===== src/rtl/sdram_trk_pkg.sv =====
// Package: command codes and pin decode shared by the tracker and its checker.
// Assumes active-low strobes sampled on the rising clock edge.
package sdram_trk_pkg;

    typedef enum logic [3:0] {
        CMD_DESEL    = 4'd0,
        CMD_NOP      = 4'd1,
        CMD_ACT      = 4'd2,
        CMD_READ     = 4'd3,
        CMD_WRITE    = 4'd4,
        CMD_WRITE_AP = 4'd5,
        CMD_PRE      = 4'd6,
        CMD_PALL     = 4'd7,
        CMD_AREF     = 4'd8,
        CMD_SREF     = 4'd9,
        CMD_MRS      = 4'd10,
        CMD_BST      = 4'd11
    } cmd_e;

    // Map one pin sample to a command code.
    function automatic cmd_e decode_pins(input logic cs_n, input logic rs_n,
                                         input logic cs2_n, input logic we_n,
                                         input logic qual, input logic cke);
        cmd_e c;
        if (cs_n) begin
            c = CMD_DESEL;
        end else begin
            case ({rs_n, cs2_n, we_n})
                3'b111:  c = CMD_NOP;
                3'b011:  c = CMD_ACT;
                3'b101:  c = CMD_READ;
                3'b100:  c = qual ? CMD_WRITE_AP : CMD_WRITE;
                3'b010:  c = qual ? CMD_PALL : CMD_PRE;
                3'b001:  c = cke ? CMD_AREF : CMD_SREF;
                3'b000:  c = CMD_MRS;
                default: c = CMD_BST;
            endcase
        end
        return c;
    endfunction

endpackage


===== src/rtl/sdram_cmd_decode.sv =====
// Module: sdram_cmd_decode
// Decodes the pin sample and judges it against the current bank and mode
// state. It then emits one-hot per-bank strobes for legal commands only.
// Assumes bank_open_i and mode_valid_i are the registered pre-edge state.
module sdram_cmd_decode
    import sdram_trk_pkg::*;
#(
    parameter int BANK_W    = 2,
    localparam int NUM_BANKS = 1 << BANK_W
) (
    input  logic                 cs_n_i,
    input  logic                 rs_n_i,
    input  logic                 col_n_i,
    input  logic                 we_n_i,
    input  logic                 qual_i,
    input  logic                 cke_i,
    input  logic [BANK_W-1:0]    bank_i,
    input  logic [NUM_BANKS-1:0] bank_open_i,
    input  logic                 mode_valid_i,
    output cmd_e                 cmd_o,
    output logic                 illegal_o,
    output logic [NUM_BANKS-1:0] act_o,
    output logic [NUM_BANKS-1:0] close_o,
    output logic [NUM_BANKS-1:0] wap_o,
    output logic                 mrs_o
);

    cmd_e                 cmd;
    logic [NUM_BANKS-1:0] sel;
    logic                 target_open;
    logic                 any_open;
    logic                 bad;

    // Pin decode and one-hot bank select.
    always_comb begin
        cmd         = decode_pins(cs_n_i, rs_n_i, col_n_i, we_n_i, qual_i, cke_i);
        sel         = '0;
        sel[bank_i] = 1'b1;
        target_open = bank_open_i[bank_i];
        any_open    = |bank_open_i;
    end

    // Legality rules against bank and mode state.
    always_comb begin
        case (cmd)
            CMD_ACT:                          bad = target_open;
            CMD_READ, CMD_WRITE, CMD_WRITE_AP: bad = !target_open;
            CMD_MRS, CMD_AREF, CMD_SREF:       bad = any_open;
            default:                          bad = 1'b0;
        endcase
        if (!mode_valid_i && cmd != CMD_DESEL && cmd != CMD_NOP && cmd != CMD_MRS) begin
            bad = 1'b1;
        end
    end

    // Per-bank strobes, issued only when the command is legal.
    always_comb begin
        act_o   = '0;
        close_o = '0;
        wap_o   = '0;
        mrs_o   = 1'b0;
        if (!bad) begin
            case (cmd)
                CMD_ACT:      act_o   = sel;
                CMD_PRE:      close_o = sel;
                CMD_PALL:     close_o = '1;
                CMD_WRITE_AP: wap_o   = sel;
                CMD_MRS:      mrs_o   = 1'b1;
                default:      ;
            endcase
        end
    end

    assign cmd_o     = cmd;
    assign illegal_o = bad;

endmodule


===== src/rtl/sdram_mode_reg.sv =====
// Module: sdram_mode_reg
// Holds the validity flag and the write-burst beat count taken from the
// mode word. Assumes mrs_i is already qualified as legal.
module sdram_mode_reg #(
    parameter int CNT_W = 4
) (
    input  logic             clk_i,
    input  logic             rst_n,
    input  logic             mrs_i,
    input  logic [2:0]       len_code_i,
    input  logic             single_i,
    output logic             valid_o,
    output logic [CNT_W-1:0] beats_o
);

    logic [CNT_W-1:0] beats_next;

    // Beat count for the new mode word: 1, 2, 4 or 8, reserved codes give 1.
    always_comb begin
        if (single_i || len_code_i[2]) begin
            beats_next = CNT_W'(1);
        end else begin
            beats_next = CNT_W'(1) << len_code_i[1:0];
        end
    end

    // Load the mode on a legal MRS; validity is sticky until reset.
    always_ff @(posedge clk_i) begin
        if (!rst_n) begin
            valid_o <= 1'b0;
            beats_o <= CNT_W'(1);
        end else if (mrs_i) begin
            valid_o <= 1'b1;
            beats_o <= beats_next;
        end
    end

endmodule


===== src/rtl/sdram_bank_slot.sv =====
// Module: sdram_bank_slot
// One bank: open flag, row register and auto-precharge countdown.
// Assumes at most one of act_i, close_i, wap_i is high in a cycle.
module sdram_bank_slot #(
    parameter int ROW_W = 13,
    parameter int CNT_W = 4
) (
    input  logic             clk_i,
    input  logic             rst_n,
    input  logic             act_i,
    input  logic             close_i,
    input  logic             wap_i,
    input  logic [CNT_W-1:0] beats_i,
    input  logic [ROW_W-1:0] row_i,
    output logic             open_o,
    output logic [ROW_W-1:0] row_o
);

    logic [CNT_W-1:0] remain;

    // Bank state update: close, open, arm countdown, or count down.
    always_ff @(posedge clk_i) begin
        if (!rst_n) begin
            open_o <= 1'b0;
            row_o  <= '0;
            remain <= '0;
        end else if (close_i) begin
            open_o <= 1'b0;
            remain <= '0;
        end else if (act_i) begin
            open_o <= 1'b1;
            row_o  <= row_i;
            remain <= '0;
        end else if (wap_i) begin
            remain <= beats_i;
        end else if (remain != '0) begin
            remain <= remain - CNT_W'(1);
            if (remain == CNT_W'(1)) begin
                open_o <= 1'b0;
            end
        end
    end

endmodule


===== src/rtl/sdram_bank_tracker.sv =====
// Module: sdram_bank_tracker (top)
// Registers the decoded command and illegal flag and instantiates the
// mode register and one slot per bank. Assumes the pins are synchronous
// to clk_i.
module sdram_bank_tracker
    import sdram_trk_pkg::*;
#(
    parameter int BANK_W    = 2,
    parameter int ROW_W     = 13,
    parameter int MAX_BURST = 8,
    localparam int NUM_BANKS = 1 << BANK_W,
    localparam int CNT_W     = $clog2(MAX_BURST + 1)
) (
    input  logic                       clk_i,
    input  logic                       rst_n,
    input  logic                       chip_sel_n_i,
    input  logic                       row_strobe_n_i,
    input  logic                       col_strobe_n_i,
    input  logic                       wr_en_n_i,
    input  logic                       clk_en_i,
    input  logic                       bank_sel_hi_i,
    input  logic                       bank_sel_lo_i,
    input  logic [ROW_W-1:0]           addr_i,
    output logic [3:0]                 cmd_o,
    output logic                       illegal_o,
    output logic                       mode_valid_o,
    output logic [NUM_BANKS-1:0]       bank_open_o,
    output logic [NUM_BANKS*ROW_W-1:0] bank_row_o
);

    cmd_e                 dec_cmd;
    logic                 dec_bad;
    logic [NUM_BANKS-1:0] act_s;
    logic [NUM_BANKS-1:0] close_s;
    logic [NUM_BANKS-1:0] wap_s;
    logic                 mrs_s;
    logic [CNT_W-1:0]     beats;
    logic [BANK_W-1:0]    bank_idx;
    cmd_e                 cmd_q;
    logic                 bad_q;

    assign bank_idx = {bank_sel_hi_i, bank_sel_lo_i};

    sdram_cmd_decode #(.BANK_W(BANK_W)) u_dec (
        .cs_n_i       (chip_sel_n_i),
        .rs_n_i       (row_strobe_n_i),
        .col_n_i      (col_strobe_n_i),
        .we_n_i       (wr_en_n_i),
        .qual_i       (addr_i[10]),
        .cke_i        (clk_en_i),
        .bank_i       (bank_idx),
        .bank_open_i  (bank_open_o),
        .mode_valid_i (mode_valid_o),
        .cmd_o        (dec_cmd),
        .illegal_o    (dec_bad),
        .act_o        (act_s),
        .close_o      (close_s),
        .wap_o        (wap_s),
        .mrs_o        (mrs_s)
    );

    sdram_mode_reg #(.CNT_W(CNT_W)) u_mode (
        .clk_i      (clk_i),
        .rst_n      (rst_n),
        .mrs_i      (mrs_s),
        .len_code_i (addr_i[2:0]),
        .single_i   (addr_i[9]),
        .valid_o    (mode_valid_o),
        .beats_o    (beats)
    );

    // One tracking slot per bank.
    for (genvar g = 0; g < NUM_BANKS; g++) begin : g_bank
        logic [ROW_W-1:0] row_w;
        sdram_bank_slot #(.ROW_W(ROW_W), .CNT_W(CNT_W)) u_slot (
            .clk_i   (clk_i),
            .rst_n   (rst_n),
            .act_i   (act_s[g]),
            .close_i (close_s[g]),
            .wap_i   (wap_s[g]),
            .beats_i (beats),
            .row_i   (addr_i),
            .open_o  (bank_open_o[g]),
            .row_o   (row_w)
        );
        assign bank_row_o[g*ROW_W +: ROW_W] = row_w;
    end

    // Output register for the command code and the illegal flag.
    always_ff @(posedge clk_i) begin
        if (!rst_n) begin
            cmd_q <= CMD_DESEL;
            bad_q <= 1'b0;
        end else begin
            cmd_q <= dec_cmd;
            bad_q <= dec_bad;
        end
    end

    assign cmd_o     = cmd_q;
    assign illegal_o = bad_q;

endmodule


===== config.mk =====
export PLATFORM = sky130hd
export DESIGN_NAME = sdram_bank_tracker
export DESIGN_NICKNAME = d
export VERILOG_FILES = /design/src/rtl/sdram_trk_pkg.sv /design/src/rtl/sdram_cmd_decode.sv /design/src/rtl/sdram_mode_reg.sv /design/src/rtl/sdram_bank_slot.sv /design/src/rtl/sdram_bank_tracker.sv
export SDC_FILE = /design/constraint.sdc
export NUM_CORES = 1
export LEC_CHECK = 0
export CORE_UTILIZATION = 46
export DETAILED_ROUTE_END_ITERATION = 8
export GPL_TIMING_DRIVEN = 0
export PLACE_DENSITY = 0.74
export SKIP_LAST_GASP = 1
export SLEW_MARGIN = 20
export SYNTH_ARGS = -nofsm -noshare
export SYNTH_HDL_FRONTEND = slang
export SYNTH_SLANG_ARGS = --single-unit

===== constraint.sdc =====
create_clock -name clk_i -period 4.3 [get_ports clk_i]
set_input_delay 0.645 -clock clk_i [delete_from_list [all_inputs] [get_ports clk_i]]
set_output_delay 0.645 -clock clk_i [all_outputs]
set_load 0.03 [all_outputs]

### Word level (Yosys, flattened, before mapping)

Cells that the tools add are included.

* register bits after elaboration: 82
* input port bits: 22
* output and inout port bits: 62
* word-level logic and storage cells: 141

* add/subtract/negate cells: 4
* order comparisons: 2
* eq/ne operators: 25
* shifts and indexed selects: 1
* muxes and demuxes: 44
* bitwise gates (word level): 5
* reductions and logical operators: 44

Operators by type and width (count)
* 4-bit two-way mux: 15
* 4-bit case mux with 7 select lines: 1
* 1-bit two-way mux: 24
* 2-bit nonzero test: 12
* 4-bit nonzero test: 5
* 3-bit OR reduction: 6
* 4-bit by 1-bit == test with 1-bit output (second input constant): 4
* 4-bit by 3-bit == test with 1-bit output (second input constant): 4
* 4-bit by 1-bit subtractor with 4-bit output (second input constant): 4
* 4-bit == test (second input constant): 3
* 3-bit AND reduction: 4
* 3-bit == test (second input constant): 3
* 4-bit by 2-bit == test with 1-bit output (second input constant): 2
* 2-bit != test (second input constant): 4
* 4-bit case mux with 2 select lines: 1
* 2-bit AND reduction: 4
* 2-bit OR reduction: 4
* 3-bit by 2-bit == test with 1-bit output (second input constant): 2
* 1-bit inverter: 5
* 1-bit logical AND: 4
* 4-bit by 1-bit != test with 1-bit output (second input constant): 1
* 4-bit != test (second input constant): 1
* 4-bit OR reduction: 1
* 1-bit by 2-bit left shift with 4-bit output (first input constant): 1
* other kinds (9): 10

### Logic depth before layout (Yosys ltp)

* depth after elaboration: 11
* depth in mapped cells: 8
* gate-level depth less buffers: 6

### Cells and area by module

Synthesis repeated with hierarchy kept, for this count alone.

* cell total of the unflattened synthesis: 441
* area total of the unflattened synthesis: 3826.2 µm²

By module, submodules not included
* sdram_bank_slot: times used 4, cells an instance 89, area each 785.8 µm², sequential area each 360.3 µm²
* sdram_cmd_decode: times used 1, cells an instance 59, area each 362.8 µm², sequential area each 0.0 µm²
* sdram_mode_reg: times used 1, cells an instance 16, area each 188.9 µm², sequential area each 100.1 µm²
* sdram_bank_tracker: times used 1, cells an instance 10, area each 131.4 µm², sequential area each 100.1 µm²

### Worst setup path before layout

No wires, ideal clock.

* path kind: input-to-reg
* from: in bank_sel_lo_i
* to: reg g_bank[3].u_slot.row_o[0]
* setup time: 116 ps
* arrival time: 2333 ps
* data required time: 4184 ps
* slack: 1851 ps
* stages: 7
* buffers on the path: 3
* cells stage by stage: buf_6 mux4_2 buf_6 nor4_4 buf_6 mux2i_1 nor2b_1

* word-level cells in the longest chain between the ends: 8
* elaborated cells on any way between the ends: 16
* those cells by class: 2 x order compare; 10 x mux; 1 x bitwise; 3 x reduce/logical

Ends and longest elaborated chain
* start: declaration: RTL line sdram_bank_tracker.sv:22 `input logic bank_sel_lo_i,`
* 2-bit by 3-bit less-than comparator with 1-bit output (implied by the code) (tied with other cells): RTL line sdram_cmd_decode.sv:38 `sel[bank_i] = 1'b1;`
* 1-bit logical AND (implied by the code) / 1-bit two-way mux (equally long branches): RTL line sdram_cmd_decode.sv:38, sdram_cmd_decode.sv:39
* 1-bit two-way mux (implied by the code) / 1-bit logical NOT (equally long branches): RTL line sdram_cmd_decode.sv:38, sdram_cmd_decode.sv:47
* 1-bit demux with 2-bit select / 1-bit case mux with 3 select lines (equally long branches)
* 4-bit case mux with 2 select lines / 1-bit two-way mux (equally long branches): RTL line sdram_cmd_decode.sv:63, sdram_cmd_decode.sv:51
* 4-bit two-way mux: RTL line sdram_cmd_decode.sv:62 `if (!bad) begin`
* 1-bit inverter (no source line)
* 2-bit AND reduction (no source line) *
* end signal: assignment: RTL line sdram_bank_slot.sv:32 `row_o <= row_i;`
* end: declaration: RTL line sdram_bank_slot.sv:16 `output logic [ROW_W-1:0] row_o`

Every way passes the cells marked *; elsewhere a longest branch is shown, timed or not. The select of a mux whose other input is x is not followed.
A chain may end at the register's enable or synchronous reset.

### Final worst setup path

* from: in bank_sel_hi_i
* to: reg g_bank[3].u_slot.row_o[8]

* word-level cells in the longest chain between the ends: 8
* elaborated cells on any way between the ends: 16
* those cells by class: 2 x order compare; 10 x mux; 1 x bitwise; 3 x reduce/logical

Ends and longest elaborated chain
* start: declaration: RTL line sdram_bank_tracker.sv:21 `input logic bank_sel_hi_i,`
* 2-bit by 3-bit less-than comparator with 1-bit output (implied by the code) (tied with other cells): RTL line sdram_cmd_decode.sv:38
* 1-bit logical AND (implied by the code) / 1-bit two-way mux (equally long branches): RTL line sdram_cmd_decode.sv:38, sdram_cmd_decode.sv:39
* 1-bit two-way mux (implied by the code) / 1-bit logical NOT (equally long branches): RTL line sdram_cmd_decode.sv:38, sdram_cmd_decode.sv:47
* 1-bit demux with 2-bit select / 1-bit case mux with 3 select lines (equally long branches)
* 4-bit case mux with 2 select lines / 1-bit two-way mux (equally long branches): RTL line sdram_cmd_decode.sv:63, sdram_cmd_decode.sv:51
* 4-bit two-way mux: RTL line sdram_cmd_decode.sv:62
* 1-bit inverter (no source line)
* 2-bit AND reduction (no source line) *

Marked as above.

==> summary.txt <==
Global routing
  – Vias in the first global route: between 3,000 and 4,000
  – GRT Util Overall: between 20% and 30%
  – Initial antenna violation count: 0
  – Grt ovf: 0
  – First-pass GRT wire length: between 15 and 20 mm
  – Pin count of the biggest net entering global routing: 15

CTS
  – Clk root buf: clkbuf_8
  – CTS Buf Count: 9
  – Hold_buf cts: 0
  – CTS resizes: 0
  – Clk sinks: 82
  – Worst-skew pair later-pin latency: 350 ps
  – Max clock buf depth: 2
  – CTS tree: done
  – H-tree levels: 3
  – Post-CTS Setup Inserts: 0
  – Worst-path clk slew: roughly 90 ps

Worst setup path
  – Slack of the worst reg-to-reg path: about 1800 ps
  – CP max FO: 10
  – Endpoint type of the worst setup path: flop
  – Worst path arrival time: 3130 ps
  – Critical Path RT: 4540 ps
  – WS Path Type: in2reg
  – Crit path launch type: primary input

Finish
  – Nets@finish: between 500 and 600
  – Diode count: 0
  – Area delta synth->final: 29.0%
  – Fraction of layout cells with a size suffix above 1: 7.62%
  – Filler cells: ~700
  – Final core utilization: approximately 62%

Synthesis
  – Post-Syn Area: ~4000 um2
  – Most common cell in the netlist: dfxtp_1
  – Sequential share of the synthesized area: around two fifths
  – Main area contributors after synthesis: dfxtp_1, mux2i_1, nor2b_1
  – Post-synth top cells: dfxtp_1, mux2i_1, nor2b_1
  – Post-synth top flop: dfxtp_1
  – EDFF count, synth: 0
  – Async SR Flop Fraction: 0%
  – Yosys Warn Count: 0
  – Flops & latches, synth: between 80 and 90
  – Synth area leader: dfxtp_1
  – Mapped Avg Cell Area: around 9.6 um2
  – Yosys cell types: between 40 and 50
  – Syn Nets: 450
  – Gate count after technology mapping: between 400 and 500
  – Top-area cell type share of the netlist area: about two fifths

Pwr
  – PwrDens: around 390 nW/um2
  – Leakage: 1.68 nW
  – Peak VDD IR: 0.182 mV

Drt
  – DRC Markers: 0
  – Vias: 3,332
  – Detailed Route WL: 10.1 mm
  – Post-route ant nets: 0
  – DR pass1 iterations: 5
  – Initial drt markers: around 220
  – Via-to-Cell Ratio: 5.40
  – WL/cell: approximately 16 um

Placement
  – IO buf count: 80
  – Setup Slack @ Placement: 1100 ps
  – Gp weighted congestion: approximately 0.97
  – HPWL Detailed: between 7 and 8 mm

STA
  – Final-report max-slew violation count: 0
  – Clock Skew: 6.06 ps
  – Min Tclk post-route: between 2000 and 3000 ps
  – Final WS setup: about 1400 ps
  – Worst slew margin: about 40%
  – Peak Freq: 0.347 GHz
  – Fin. Hold Viols: 0
  – Final Cycle Share: around 67%
  – Setup-failing EPs final: 0
  – Measured slew at the worst slew-check pin: 889 ps
  – Unrepaired setup endpoints after global routing: no
  – Setup tns final: 0 ps

Die
  – Placeable Area: between 8000 and 9000 um2
  – Die X-Extent: ~95 um
  – # IOs: 84
  – Row cnt: 33
  – Starting Density: 48.1%
  – Die Ht: 95.2 um
  – Die area: 9060 um2

Run
  – Max_cap viols: 0

Run status
  – Status: finished, final reports clean

Hold path
  – HP Class: reg2reg
## state kept, by name, summed over array words and instances (netlist names)
signal,flops
g_bank.u_slot.open_o,4
illegal_o,1
cmd_o,4
g_bank.u_slot.remain,16
u_mode.valid_o,1
u_mode.beats_o,4
g_bank.u_slot.row_o,52
## critical path, cell delays in order
cell,delay [ps]
clkdlybuf4s50_1,660
mux4_2,380
buf_6,180
nor4_4,710
buf_6,270
mux2i_1,200
nor2b_1,80
## routing by layer
| metal | track usage (%) | share of wire (%) |
|---|---|---|
| met5 | 0 | 0 |
| met4 | 8.46 | 1.4 |
| met3 | 6.78 | 7.4 |
| met2 | 41.0 | 49 |
| met1 | 29.0 | 42 |
## power breakdown
group	internal (W)	switching, W	leakage, nW
registers	0.000823	0.0000560	0.665
clock network	0.000329	0.000287	0.107
logic	0.000264	0.000272	0.911
total	0.00142	0.000614	1.68
## worst paths after layout
| check | cells past startpoint | start | to |
|---|---|---|---|
| setup / recovery | 7 | bank_sel_hi_i | g_bank[3].u_slot.row_o[8]$_SDFFE_PN0P_ |
| hold reg to reg | 2 | g_bank[2].u_slot.row_o[1]$_SDFFE_PN0P_ | g_bank[2].u_slot.row_o[1]$_SDFFE_PN0P_ |
| setup reg to reg | 6 | u_mode.valid_o$_SDFFE_PN0P_ | g_bank[3].u_slot.row_o[8]$_SDFFE_PN0P_ |
| hold / removal | 2 | g_bank[2].u_slot.row_o[1]$_SDFFE_PN0P_ | g_bank[2].u_slot.row_o[1]$_SDFFE_PN0P_ |
## area by class of cell
type / count / area (um2) / share of cell area (%)
well taps: 105 / 131 / 2.55
clock inverters: 6 / 90.1 / 1.75
inverters: 16 / 60.1 / 1.17
clock buffers: 10 / 128 / 2.48
plain buffers: 27 / 165 / 3.21
repair buffers: 80 / 801 / 15.5
multi-input cells: 291 / 2130 / 41.4
flip-flops and latches: 82 / 1640 / 31.9
## per-stage QoR
step / std cells / hold slack, ps / instance area, um2 / total power, W
3_3_place_gp: 601 / 495 / 4930 / 0.00140
5_1_grt: 617 / 552 / 5150 / 0.00216
6_report: 617 / 525 / 5150 / 0.00203
2_1_floorplan: 416 / 459 / 3990 / 0.00130
4_1_cts: 617 / 529 / 5140 / 0.00205
3_5_place_dp: 601 / 506 / 4930 / 0.00143
## cells by family after synthesis
group / synth area share [%]
AND/OR/NAND/NOR: 21.7
flip-flops: 41.1
AO/OA/AOI/OAI: 9.90
multiplexers: 15.9
buffers and inverters: 5.64
adder cells (fa/ha/maj): 3.76
XOR/XNOR: 1.97
## placed cells by master, fill, tap and decap left out, types with 2 or more instances in the layout
master           netlist  layout
mux2_2                 3       3
nor2b_1               55      55
bufinv_16              0       2
nor4b_4                2       2
or3_1                  3       3
nor3b_1                4       4
buf_6                  6       6
nor4_1                 5       5
nand4_1                2       2
ha_1                  12      12
nand3_1               16      16
nand2_1                9       9
clkbuf_8               0       9
a21boi_0               3       3
a31oi_1                4       4
nor2_1                16      16
buf_4                  4       4
dfxtp_1               82      82
and3_1                 4       4
clkdlybuf4s50_1        0      80
inv_1                 16      16
mux2i_1               58      58
xnor2_1                9       9
clkbuf_1              12      13
buf_1                  2       2
o21ai_0               21      21
nand2b_1               3       3
nor4b_1                2       2
nor3_1                13      13
o41ai_1                4       3
a21oi_1               27      27
nor4_4                 2       2
buf_2                  3       3
Power figures use the tool's default switching activity.
